## src/rtl/repl_pkg.sv

```systemverilog
package repl_pkg;
  typedef enum logic [1:0] {
    INS_TOP    = 2'b00,
    INS_BOTTOM = 2'b01,
    INS_MIDDLE = 2'b10,
    INS_TOP_B  = 2'b11
  } ins_mode_e;

  typedef enum logic {
    PROMO_TOP = 1'b0,
    PROMO_ONE = 1'b1
  } promo_mode_e;
endpackage

```

## src/rtl/repl_state_array.sv

```systemverilog
module repl_state_array #(
  parameter int WAYS = 4,
  parameter int SETS = 16,
  localparam int WW = $clog2(WAYS),
  localparam int SW = $clog2(SETS),
  localparam int STK = WAYS * WW
) (
  input  logic           clk,
  input  logic           rst,
  input  logic [SW-1:0]  rd_set,
  output logic [STK-1:0] rd_stack,
  input  logic           wr_en,
  input  logic [SW-1:0]  wr_set,
  input  logic [STK-1:0] wr_stack
);
  logic [STK-1:0] init_stack;
  logic [STK-1:0] mem [SETS];

  always_comb begin
    for (int p = 0; p < WAYS; p++) init_stack[p*WW +: WW] = WW'(p);
  end

  always_ff @(posedge clk) begin
    if (rst) begin
      for (int s = 0; s < SETS; s++) mem[s] <= init_stack;
    end else if (wr_en) begin
      mem[wr_set] <= wr_stack;
    end
  end

  assign rd_stack = mem[rd_set];
endmodule

```

## src/rtl/repl_pos_find.sv

```systemverilog
module repl_pos_find #(
  parameter int WAYS = 4,
  localparam int WW = $clog2(WAYS)
) (
  input  logic [WAYS*WW-1:0] stack,
  input  logic [WW-1:0]      way,
  output logic [WW-1:0]      pos
);
  always_comb begin
    pos = '0;
    for (int p = 0; p < WAYS; p++) begin
      if (stack[p*WW +: WW] == way) pos = pos | WW'(p);
    end
  end
endmodule

```

## src/rtl/repl_reorder.sv

```systemverilog
module repl_reorder #(
  parameter int WAYS = 4,
  localparam int WW = $clog2(WAYS)
) (
  input  logic [WAYS*WW-1:0] cur,
  input  logic [WW-1:0]      old_pos,
  input  logic [WW-1:0]      tgt_pos,
  output logic [WAYS*WW-1:0] nxt
);
  logic [WW-1:0] mover;
  assign mover = cur[old_pos*WW +: WW];

  for (genvar p = 0; p < WAYS; p++) begin : g_slot
    localparam logic [WW-1:0] PP = WW'(p);
    if (p == 0) begin : g_head
      assign nxt[p*WW +: WW] = (tgt_pos == PP) ? mover : cur[p*WW +: WW];
    end else begin : g_body
      assign nxt[p*WW +: WW] =
        (tgt_pos == PP)                   ? mover :
        (PP > tgt_pos && PP <= old_pos)   ? cur[(p-1)*WW +: WW] :
                                            cur[p*WW +: WW];
    end
  end
endmodule

```

## src/rtl/prio_repl_engine.sv

```systemverilog
module prio_repl_engine #(
  parameter int WAYS = 4,
  parameter int SETS = 16,
  localparam int WW = $clog2(WAYS),
  localparam int SW = $clog2(SETS),
  localparam int STK = WAYS * WW
) (
  input  logic           clk,
  input  logic           rst,
  input  logic           acc_valid,
  input  logic [SW-1:0]  acc_set,
  input  logic           acc_hit,
  input  logic [WW-1:0]  acc_hit_way,
  input  logic [1:0]     ins_mode,
  input  logic [WW-1:0]  ins_mid_pos,
  input  logic           promo_mode,
  output logic [WW-1:0]  victim_way,
  output logic           upd_valid,
  output logic [SW-1:0]  upd_set,
  output logic [STK-1:0] upd_stack
);
  import repl_pkg::*;

  localparam logic [WW-1:0] LAST = WW'(WAYS - 1);

  logic [STK-1:0] cur_stack, nxt_stack;
  logic [WW-1:0]  hit_pos, old_pos, tgt_pos, mid_clamped;
  ins_mode_e      ins_sel;
  promo_mode_e    promo_sel;

  assign ins_sel   = ins_mode_e'(ins_mode);
  assign promo_sel = promo_mode_e'(promo_mode);

  repl_state_array #(.WAYS(WAYS), .SETS(SETS)) u_state (
    .clk      (clk),
    .rst      (rst),
    .rd_set   (acc_set),
    .rd_stack (cur_stack),
    .wr_en    (acc_valid),
    .wr_set   (acc_set),
    .wr_stack (nxt_stack)
  );

  repl_pos_find #(.WAYS(WAYS)) u_find (
    .stack (cur_stack),
    .way   (acc_hit_way),
    .pos   (hit_pos)
  );

  assign victim_way  = cur_stack[(WAYS-1)*WW +: WW];
  assign mid_clamped = (ins_mid_pos > LAST) ? LAST : ins_mid_pos;

  always_comb begin
    if (acc_hit) begin
      old_pos = hit_pos;
      if (promo_sel == PROMO_ONE) tgt_pos = (hit_pos == '0) ? '0 : hit_pos - 1'b1;
      else                        tgt_pos = '0;
    end else begin
      old_pos = LAST;
      case (ins_sel)
        INS_BOTTOM: tgt_pos = LAST;
        INS_MIDDLE: tgt_pos = mid_clamped;
        default:    tgt_pos = '0;
      endcase
    end
  end

  repl_reorder #(.WAYS(WAYS)) u_reorder (
    .cur     (cur_stack),
    .old_pos (old_pos),
    .tgt_pos (tgt_pos),
    .nxt     (nxt_stack)
  );

  always_ff @(posedge clk) begin
    if (rst) begin
      upd_valid <= 1'b0;
      upd_set   <= '0;
      upd_stack <= '0;
    end else begin
      upd_valid <= acc_valid;
      if (acc_valid) begin
        upd_set   <= acc_set;
        upd_stack <= nxt_stack;
      end
    end
  end
endmodule

```

## config.mk

```make
export PLATFORM = sky130hd
export DESIGN_NAME = prio_repl_engine
export DESIGN_NICKNAME = d
export VERILOG_FILES = /design/src/rtl/repl_pkg.sv /design/src/rtl/repl_state_array.sv /design/src/rtl/repl_pos_find.sv /design/src/rtl/repl_reorder.sv /design/src/rtl/prio_repl_engine.sv
export SDC_FILE = /design/constraint.sdc
export NUM_CORES = 1
export LEC_CHECK = 0
export ABC_AREA = 1
export BUFFER_PORTS_ARGS = -buffer_cell sky130_fd_sc_hd__buf_2
export CORE_MARGIN = 5
export CORE_UTILIZATION = 48
export CTS_CLUSTER_DIAMETER = 50
export CTS_CLUSTER_SIZE = 12
export DETAILED_ROUTE_END_ITERATION = 10
export REMOVE_ABC_BUFFERS = 1
export SLEW_MARGIN = 20
export SYNTH_ARGS = -nofsm -noshare
export SYNTH_HDL_FRONTEND = slang
export SYNTH_SLANG_ARGS = --single-unit
```

## constraint.sdc

```tcl
create_clock -name clk -period 6.9 [get_ports clk]
set_input_delay 0.69 -clock clk [delete_from_list [all_inputs] [get_ports clk]]
set_output_delay 0.69 -clock clk [all_outputs]
set_load 0.01 [all_outputs]
```

### After elaboration in Yosys (flattened, before gate mapping)

Memory sizes are Yosys's and may differ from the RTL's.
Cells that the tools add are included.

* flip-flop bits (word level): 13
* memory bits (writable): 128
* word-level logic and storage cells: 51
* memories kept: 1

* add/sub/neg operators: 1
* order comparisons: 7
* equal/unequal tests: 8
* shifts and indexed selects: 1
* mux-type cells: 24
* reduce and logical (&&, ||, !) cells: 6

Memory list
* u_state.mem: words 16, bits a word 8, rd ports 1, clocked after memory_dff 0, write ports 16, RTL line repl_state_array.sv:17 `logic [STK-1:0] mem [SETS];`

Operators by type and width (count)
* $mux 2: 14
* $mux 8: 1
* $reduce_or 8->1: 1
* $shiftx 8x4->2: 1
* $mux 1: 7
* $eq 2x2->1: 3
* $eq 2x2->1 const B: 3
* $eq 2x1->1 const B: 2
* $gt 2x2->1 const A: 2
* $le 2x2->1 const A: 2
* $logic_not 2->1: 2
* $mux 4: 1
* $pmux 2 s2: 1
* $logic_and 1x1->1: 3
* $gt 1x2->1 const A: 1
* $gt 2x2->1 const B: 1
* $le 1x2->1 const A: 1
* $sub 2x1->2 const B: 1

### Depth between registers and ports, before layout

Gate-level depths: netlist of run 1.
An unclocked memory read counts as a cell.

* depth after elaboration: 14
* gate-level depth with buffers: 24

### By module

A second synthesis of run 1 with hierarchy kept.

* cell total of the unflattened synthesis: 908
* area, all modules: 7354.6 sq um

Modules (own cells, without submodules)
* repl_state_array: instances 1, cells an instance 729, area an instance 6364.9 sq um
* prio_repl_engine: instances 1, cells an instance 79, area an instance 561.8 sq um
* repl_reorder: instances 1, cells an instance 69, area an instance 309.0 sq um
* repl_pos_find: instances 1, cells an instance 31, area an instance 118.9 sq um

### Worst setup path before layout of run 1

OpenSTA, ideal clock, no wires.

* path kind: input to register
* start point: input acc_set[1]
* end point: memory u_state.mem[1][2] in the netlist's numbering (data pin)
* arrival: 2780 ps
* required time: 6639 ps
* setup slack: 3859 ps
* stages on the path: 21
* cells stage by stage: clkbuf_2 inv_2 buf_1 nand2_1 nand2_1 nand2_1 nand2_1 nor2_1 nand2_1 nand2_1 nand2_1 nand3_2 nor2_2 nor2_4 nor2_2 inv_2 nand3_1 and2_1 buf_2 buf_6 nand2_1

RTL lines
* from (decl): RTL line prio_repl_engine.sv:11 `input logic [SW-1:0] acc_set,`
* to (decl): RTL line repl_state_array.sv:17

==> run_results.csv, run 1 <==
group,metric,value,unit
run_status,outcome,"completed",
clocking,clock-sinks,141,
timing,timing_hold_violations_final,0,
finish,utilization,53.8,%
die,dieArea,0.0170,mm²
drt,wl_per_cell,17.9,µm
drt,vias,5442,
timing,fin_crit,4150,ps
synthesis,synth_edf_count,128,
min_path,worstHoldStart,"upd_set[3]",
worst_setup_path,worstPathBufferInverterCount,2,
worst_setup_path,reg2reg_slack,3640,ps
finish,finalNonFillerCells,1031,
worst_setup_path,startpoint,"acc_set[1]",
worst_setup_path,crit_top_cell,"nand2_1",
worst_setup_path,start_kind,"primary input",
placed_design,globalplace.congestion,0.927,
placed_design,place_ws,2360,ps
worst_setup_path,crit_arrival,4280,ps
grt,antenna_found_initial,0,
placed_design,dp.cells,999,
synthesis,syn_area,0.00694,mm²
finish,multiInputGateArea,0.00244,mm²
synthesis,synth.distinct_cells,30,
finish,final_common_cell,"nand2_1",
grt,gr-usage-all-layers,22.8,%
worst_setup_path,cp.required,7030,ps
placed_design,place_area,0.00715,mm²
die,die_h,130,µm
pwr,ir_drop,159,µV
drt,first_pass_iters,5,
finish,layout_common_cells,"nand2_1, edfxtp_1, nor2_1",
timing,clock_skew,13.9,ps
synthesis,syn_inst,815,
timing,rsz0062_at_grt,"no",
drt,drt_wl_total,18.5,mm
finish,register_area,0.00410,mm²
synthesis,synthSimpleGateAreaFrac,30.6,%
grt,grt_max_degree,49,
timing,worstMarginPinSlew,1100,ps
synthesis,synth-seq-area-share,59.1,%
synthesis,ys_seq_elements,141,
worst_setup_path,crit_path_end_kind,"flip-flop",
worst_setup_path,crit_family,"simple AND/OR/NAND/NOR gates",
worst_setup_path,crit_slowest_cell,"and2_1",
die,core-area,0.0144,mm²
worst_setup_path,path_cells,"buf_2 -> inv_2 -> nor2_2 -> nand2_1 -> nand3_1 -> nand2_1 -> nand2_1 -> nor2_1 -> nand2_1 -> nand2_1 -> nand2_2 -> nand2_2 -> nand2_2 -> nor2_1 -> nor2_2 -> nand2_1 -> nand2_1 -> o21ai_1 -> nand2_1 -> and2_1 -> nor2_1",
timing,maxSlewViolCount,0,
clocking,numCtsBuffers,17,
run,cap_violations,0,
worst_setup_path,crit_path_max_fanout,27,
worst_setup_path,reg2reg_from,"u_state.mem[8][3]",
pwr,p_per_area,284,mW/mm²
synthesis,synth-main-ff-cell,"edfxtp_1",
synthesis,synth_compound_area_share,4.22,%
clocking,ctsHtreeMaxLevel,4,
die,ios,30,
finish,final.fill_count,1370,
synthesis,synthXorXnorAreaFrac,0,%
finish,synthToLayoutAreaGrowth,11.4,%
grt,grt_pass1_vias,5134,
timing,fin_crit_sh,60.1,%
worst_setup_path,criticalPathCategory,"in2reg",
clocking,cts_tree,"done",
finish,fin_area,0.00773,mm²
timing,finalSetupViolCount,0,
clocking,cts_resized,0,
clocking,clkTransAtPathRegs,60,ps
pwr,p_leak,3.21,nW
drt,drt_iter0_markers,485,
synthesis,muxShareOfSynthArea,0,%
worst_setup_path,crit_path_max_incr_delay,820,ps
synthesis,synth-warning-count,0,
synthesis,synth-async-reset-ratio,0,%
placed_design,portBuffers,29,
grt,grt-ovfl-total,0,
die,die_width,130,µm
finish,nNetsFinal,851,
synthesis,synth_top_family_by_area,"simple AND/OR/NAND/NOR gates",
clocking,cts_buffer_depth,2,
clocking,cts_setup_buffers,0,
drt,ant_nets,0,
synthesis,syn_avg_cell_area,8.51,µm²
drt,vias_per_cell,5.28,
timing,timing.hold.ws,491,ps
finish,antenna_cells,0,
grt,grt_pass1_wl,28.2,mm
timing,setup_tns,0,ps
finish,drive_gt1_share,10.4,%
placed_design,hpwlAfterDp,12.6,mm
clocking,ctsRootBufferMaster,"clkbuf_16",
pwr,finalPower,2.20,mW
timing,fin_ws,2750,ps
min_path,worstHoldPathType,"reg2reg",
timing,fmax,0.241,GHz
synthesis,synth_fa_ha_area_share,0.361,%
die,start_util,48.3,%
timing,max_slew_margin,26.3,%
clocking,cts-hold-fix-buffers,0,
die,placementRows,44,
drt,drc_errors,0,
clocking,clock_latency,430,ps
-- worst reg2reg max path, cell delays in order (launching register included) --
cell and delay, ps:
edfxtp_1 360, nand2_1 70, nand2_1 110, nand2_1 80, nand2_1 70, nand2_1 60, nand2_1 60, nor2_1 290
nand2_1 90, nand2_1 80, nand2_1 90, nand2_1 80, nand2_1 80, o21ai_2 240, nand2_1 150, o211ai_2 900
nand2_1 130
-- logic make-up (layout without fill, tap and decap cells) --
family                   Yosys count  after routing
AND/OR/NAND/NOR                  538            538
flip-flops                       141            141
buffers and inverters             88            120
AO/OA/AOI/OAI                     46             46
adder cells (fa/ha/maj)            2              2
-- cells in the mapped netlist, types with 6 or more instances --
library cell / number / share of area, %
o21ai_0: 17 / 1.2
dfxtp_1: 13 / 3.8
nor2_1: 98 / 5.3
a22oi_1: 16 / 1.7
clkbuf_1: 6 / 0.32
inv_1: 52 / 2.8
buf_2: 14 / 1.0
nor2_2: 18 / 1.6
nand2_1: 393 / 21
nand3_1: 17 / 1.2
edfxtp_1: 128 / 55
-- layout make-up --
cell class	count	share of cell area [%]
flip-flops and latches	141	53.1
well taps	184	2.98
repair buffers	31	2.07
clock buffers	19	5.60
multi-input cells	586	31.6
clock inverters	13	1.91
inverters	57	2.77
-- sequential cells by signal, summed over array words and instances (netlist names) --
| name | flops |
|---|---|
| upd_stack | 8 |
| upd_set | 4 |
| u_state.mem | 128 |
| upd_valid | 1 |
-- path summary, 6_finish.rpt --
kind / end / cells after the start
max: u_state.mem[13][4] / 21
min: upd_set[3] / 2
max reg2reg: u_state.mem[0][5] / 16
min reg2reg: upd_set[3] / 2
-- where the power goes --
group | internal (mW) | total (mW) | switching [mW]
Combinational | 0.0689 | 0.317 | 0.248
Clock | 0.563 | 0.911 | 0.348
Sequential | 0.959 | 0.969 | 0.00959
Total | 1.59 | 2.20 | 0.606
-- layer usage --
metal  global-route usage (%)  share of wire [%]
met1                     32.0                 44
met2                     35.0                 45
met3                     4.79                7.8
met4                     8.74                3.0
met5                        0                  0
(Power assumes the default switching activity.)
==> inputs of run 2 (changes only) <==
Settings changed: PLACE_DENSITY from default to 0.67.
Clock period 6.9 ns to 3.45 ns, I/O delays scaled along.
==> run_results.csv, run 2 (synthesis results as in run 1) <==
group,metric,value,unit
run_status,outcome,"completed",
placed_design,globalplace.congestion,0.937,
grt,grt_max_degree,38,
min_path,hold_end,"upd_set[3]",
timing,worstMarginPinSlew,950,ps
clocking,clock_latency,420,ps
worst_setup_path,r2r_end,"u_state.mem[8][3]",
min_path,worstHoldStart,"acc_set[3]",
die,dieArea,0.0170,mm²
grt,grt-ovfl-total,0,
worst_setup_path,crit_top_cell,"nand2_1",
pwr,ir_drop,350,µV
drt,first_pass_iters,5,
placed_design,portBuffers,29,
timing,setup_tns,0,ps
die,die_width,130,µm
pwr,p_leak,3.39,nW
run,cap_violations,0,
clocking,numCtsBuffers,17,
clocking,cts_buffer_depth,2,
timing,rsz0062_at_grt,"no",
drt,vias_per_cell,5.11,
die,die_h,130,µm
worst_setup_path,criticalPathCategory,"in2reg",
clocking,cts-hold-fix-buffers,0,
drt,drt_iter0_markers,421,
pwr,pwr-share-seq,43.6,%
finish,final_common_cell,"nand2_1",
finish,final.fill_count,1307,
worst_setup_path,crit_path_max_incr_delay,370,ps
worst_setup_path,r2r_cells,18,
worst_setup_path,crit_arrival,2970,ps
die,core-area,0.0144,mm²
grt,grt_pass1_vias,5210,
timing,fin_crit_sh,81.7,%
finish,nNetsFinal,883,
worst_setup_path,reg2reg_from,"u_state.mem[0][2]",
placed_design,hpwlAfterDp,12.2,mm
drt,drc_errors,0,
finish,layout_common_cells,"nand2_1, edfxtp_1, nor2_1",
worst_setup_path,reg2reg_slack,780,ps
timing,max_slew_margin,36.6,%
pwr,finalPower,4.44,mW
die,ios,30,
pwr,pwr-share-clk,40.6,%
timing,fin_crit,2820,ps
finish,largest_reg_flops,128,
finish,synthToLayoutAreaGrowth,15.6,%
timing,finalSetupViolCount,0,
worst_setup_path,cp.required,3600,ps
drt,vias,5432,
clocking,ctsRootBufferMaster,"clkbuf_16",
finish,reg_top3,"u_state.mem (128), upd_stack (8), upd_set (4)",
pwr,p_per_area,554,mW/mm²
worst_setup_path,crit_slowest_cell,"nor2_2",
clocking,clock-sinks,141,
timing,clock_skew,9.22,ps
grt,gr-usage-all-layers,21.8,%
worst_setup_path,start_kind,"primary input",
clocking,cts_setup_buffers,0,
worst_setup_path,crit_path_max_fanout,16,
timing,timing_hold_violations_final,0,
die,placementRows,44,
finish,drive_gt1_share,13.9,%
finish,register_area,0.00410,mm²
clocking,clkTransAtPathRegs,60,ps
finish,regMostFlops,"u_state.mem",
drt,wl_per_cell,16.4,µm
drt,ant_nets,0,
worst_setup_path,path_cells,"buf_2 -> buf_4 -> nor2_2 -> nand2_1 -> nand3_1 -> nand2_1 -> nand2_1 -> nor2_1 -> nand2_1 -> nand2_1 -> nand2_2 -> nand3_2 -> nor2_2 -> nor2_4 -> nor2_2 -> inv_2 -> nand3_1 -> nand2_1 -> inv_2 -> nor2_1",
clocking,cts_resized,0,
worst_setup_path,crit_path_end_kind,"flip-flop",
pwr,comb_power_share,15.9,%
timing,maxSlewViolCount,0,
clocking,cts_tree,"done",
grt,antenna_found_initial,0,
pwr,intPower,3.25,mW
clocking,ctsHtreeMaxLevel,4,
pwr,p_sw,1.20,mW
finish,antenna_cells,0,
grt,grt_pass1_wl,27.6,mm
min_path,worstHoldPathType,"in2reg",
finish,multiInputGateArea,0.00244,mm²
timing,fmax,0.355,GHz
drt,drt_wl_total,17.4,mm
pwr,switching_share,26.9,%
min_path,hold_depth,3,
die,start_util,48.3,%
[run 2: cell count changes in the layout (fill, tap and decap cells not counted)]
| cell | before | now |
|---|---|---|
| inv_6 | 1 | 0 |
| clkinv_4 | 1 | 2 |
| clkinv_1 | 4 | 2 |
| clkbuf_1 | 2 | 1 |
| buf_12 | 0 | 4 |
| clkinv_2 | 2 | 4 |
| buf_4 | 2 | 30 |
[run 2: critical path, delay by kind of cell]
kind                   cells  cell delay [ps]
and+or+nand+nor           16             1890
buffers and inverters      4              720
[run 2: area by class of cell]
class / count / share of cell area, %
Inverter: 57 / 2.67
Tap cell: 184 / 2.87
Multi-Input combinational cell: 586 / 30.4
Sequential cell: 141 / 51.2
Timing Repair Buffer: 63 / 5.62
Clock inverter: 13 / 1.87
Clock buffer: 18 / 5.35
[run 2: worst max path at each step]
stage | to | depth (start not counted) | start | slack [ps]
4_1_cts | u_state.mem[8][3] | 20 | acc_set[0] | 690
6_report | u_state.mem[8][3] | 20 | acc_set[0] | 630
2_1_floorplan | u_state.mem[10][4] | 21 | acc_set[0] | 640
3_3_place_gp | u_state.mem[9][3] | 20 | acc_set[0] | 290
3_5_place_dp | u_state.mem[8][3] | 20 | acc_set[0] | 240
5_1_grt | u_state.mem[8][3] | 20 | acc_set[0] | 340
[run 2: routing by layer]
| metal | share of wire [%] | up-vias | track usage [%] | wire length (µm) |
|---|---|---|---|---|
| met5 | 0 | - | 0 | 0 |
| met4 | 2.9 | 0 | 9.60 | 510 |
| met3 | 7.2 | 32 | 4.13 | 1250 |
| met2 | 46 | 208 | 34.3 | 8000 |
| met1 | 44 | 2486 | 29.6 | 7660 |
| li1 | - | 2706 | - | - |
[run 2: power by group through the flow]
stage	sequential (mW)	clock, mW	combinational (mW)
3_3_place_gp	1.97	0	0.700
2_1_floorplan	1.97	0	0.367
6_report	1.94	1.80	0.705
4_1_cts	1.94	1.83	0.703
5_1_grt	1.94	1.89	0.776
3_5_place_dp	1.97	0	0.699
[run 2: per-stage QoR]
stage / util, % / instances / setup slack, ps / instance area (µm²) / hold WS [ps]
3_3_place_gp: 51.8 / 1031 / 292 / 7440 / 479
5_1_grt: 55.8 / 1062 / 339 / 8020 / 280
4_1_cts: 55.8 / 1062 / 692 / 8020 / 246
2_1_floorplan: - / 784 / 640 / 6760 / 437
6_report: 55.8 / 1062 / 631 / 8020 / 258
3_5_place_dp: 51.8 / 1031 / 244 / 7440 / 490
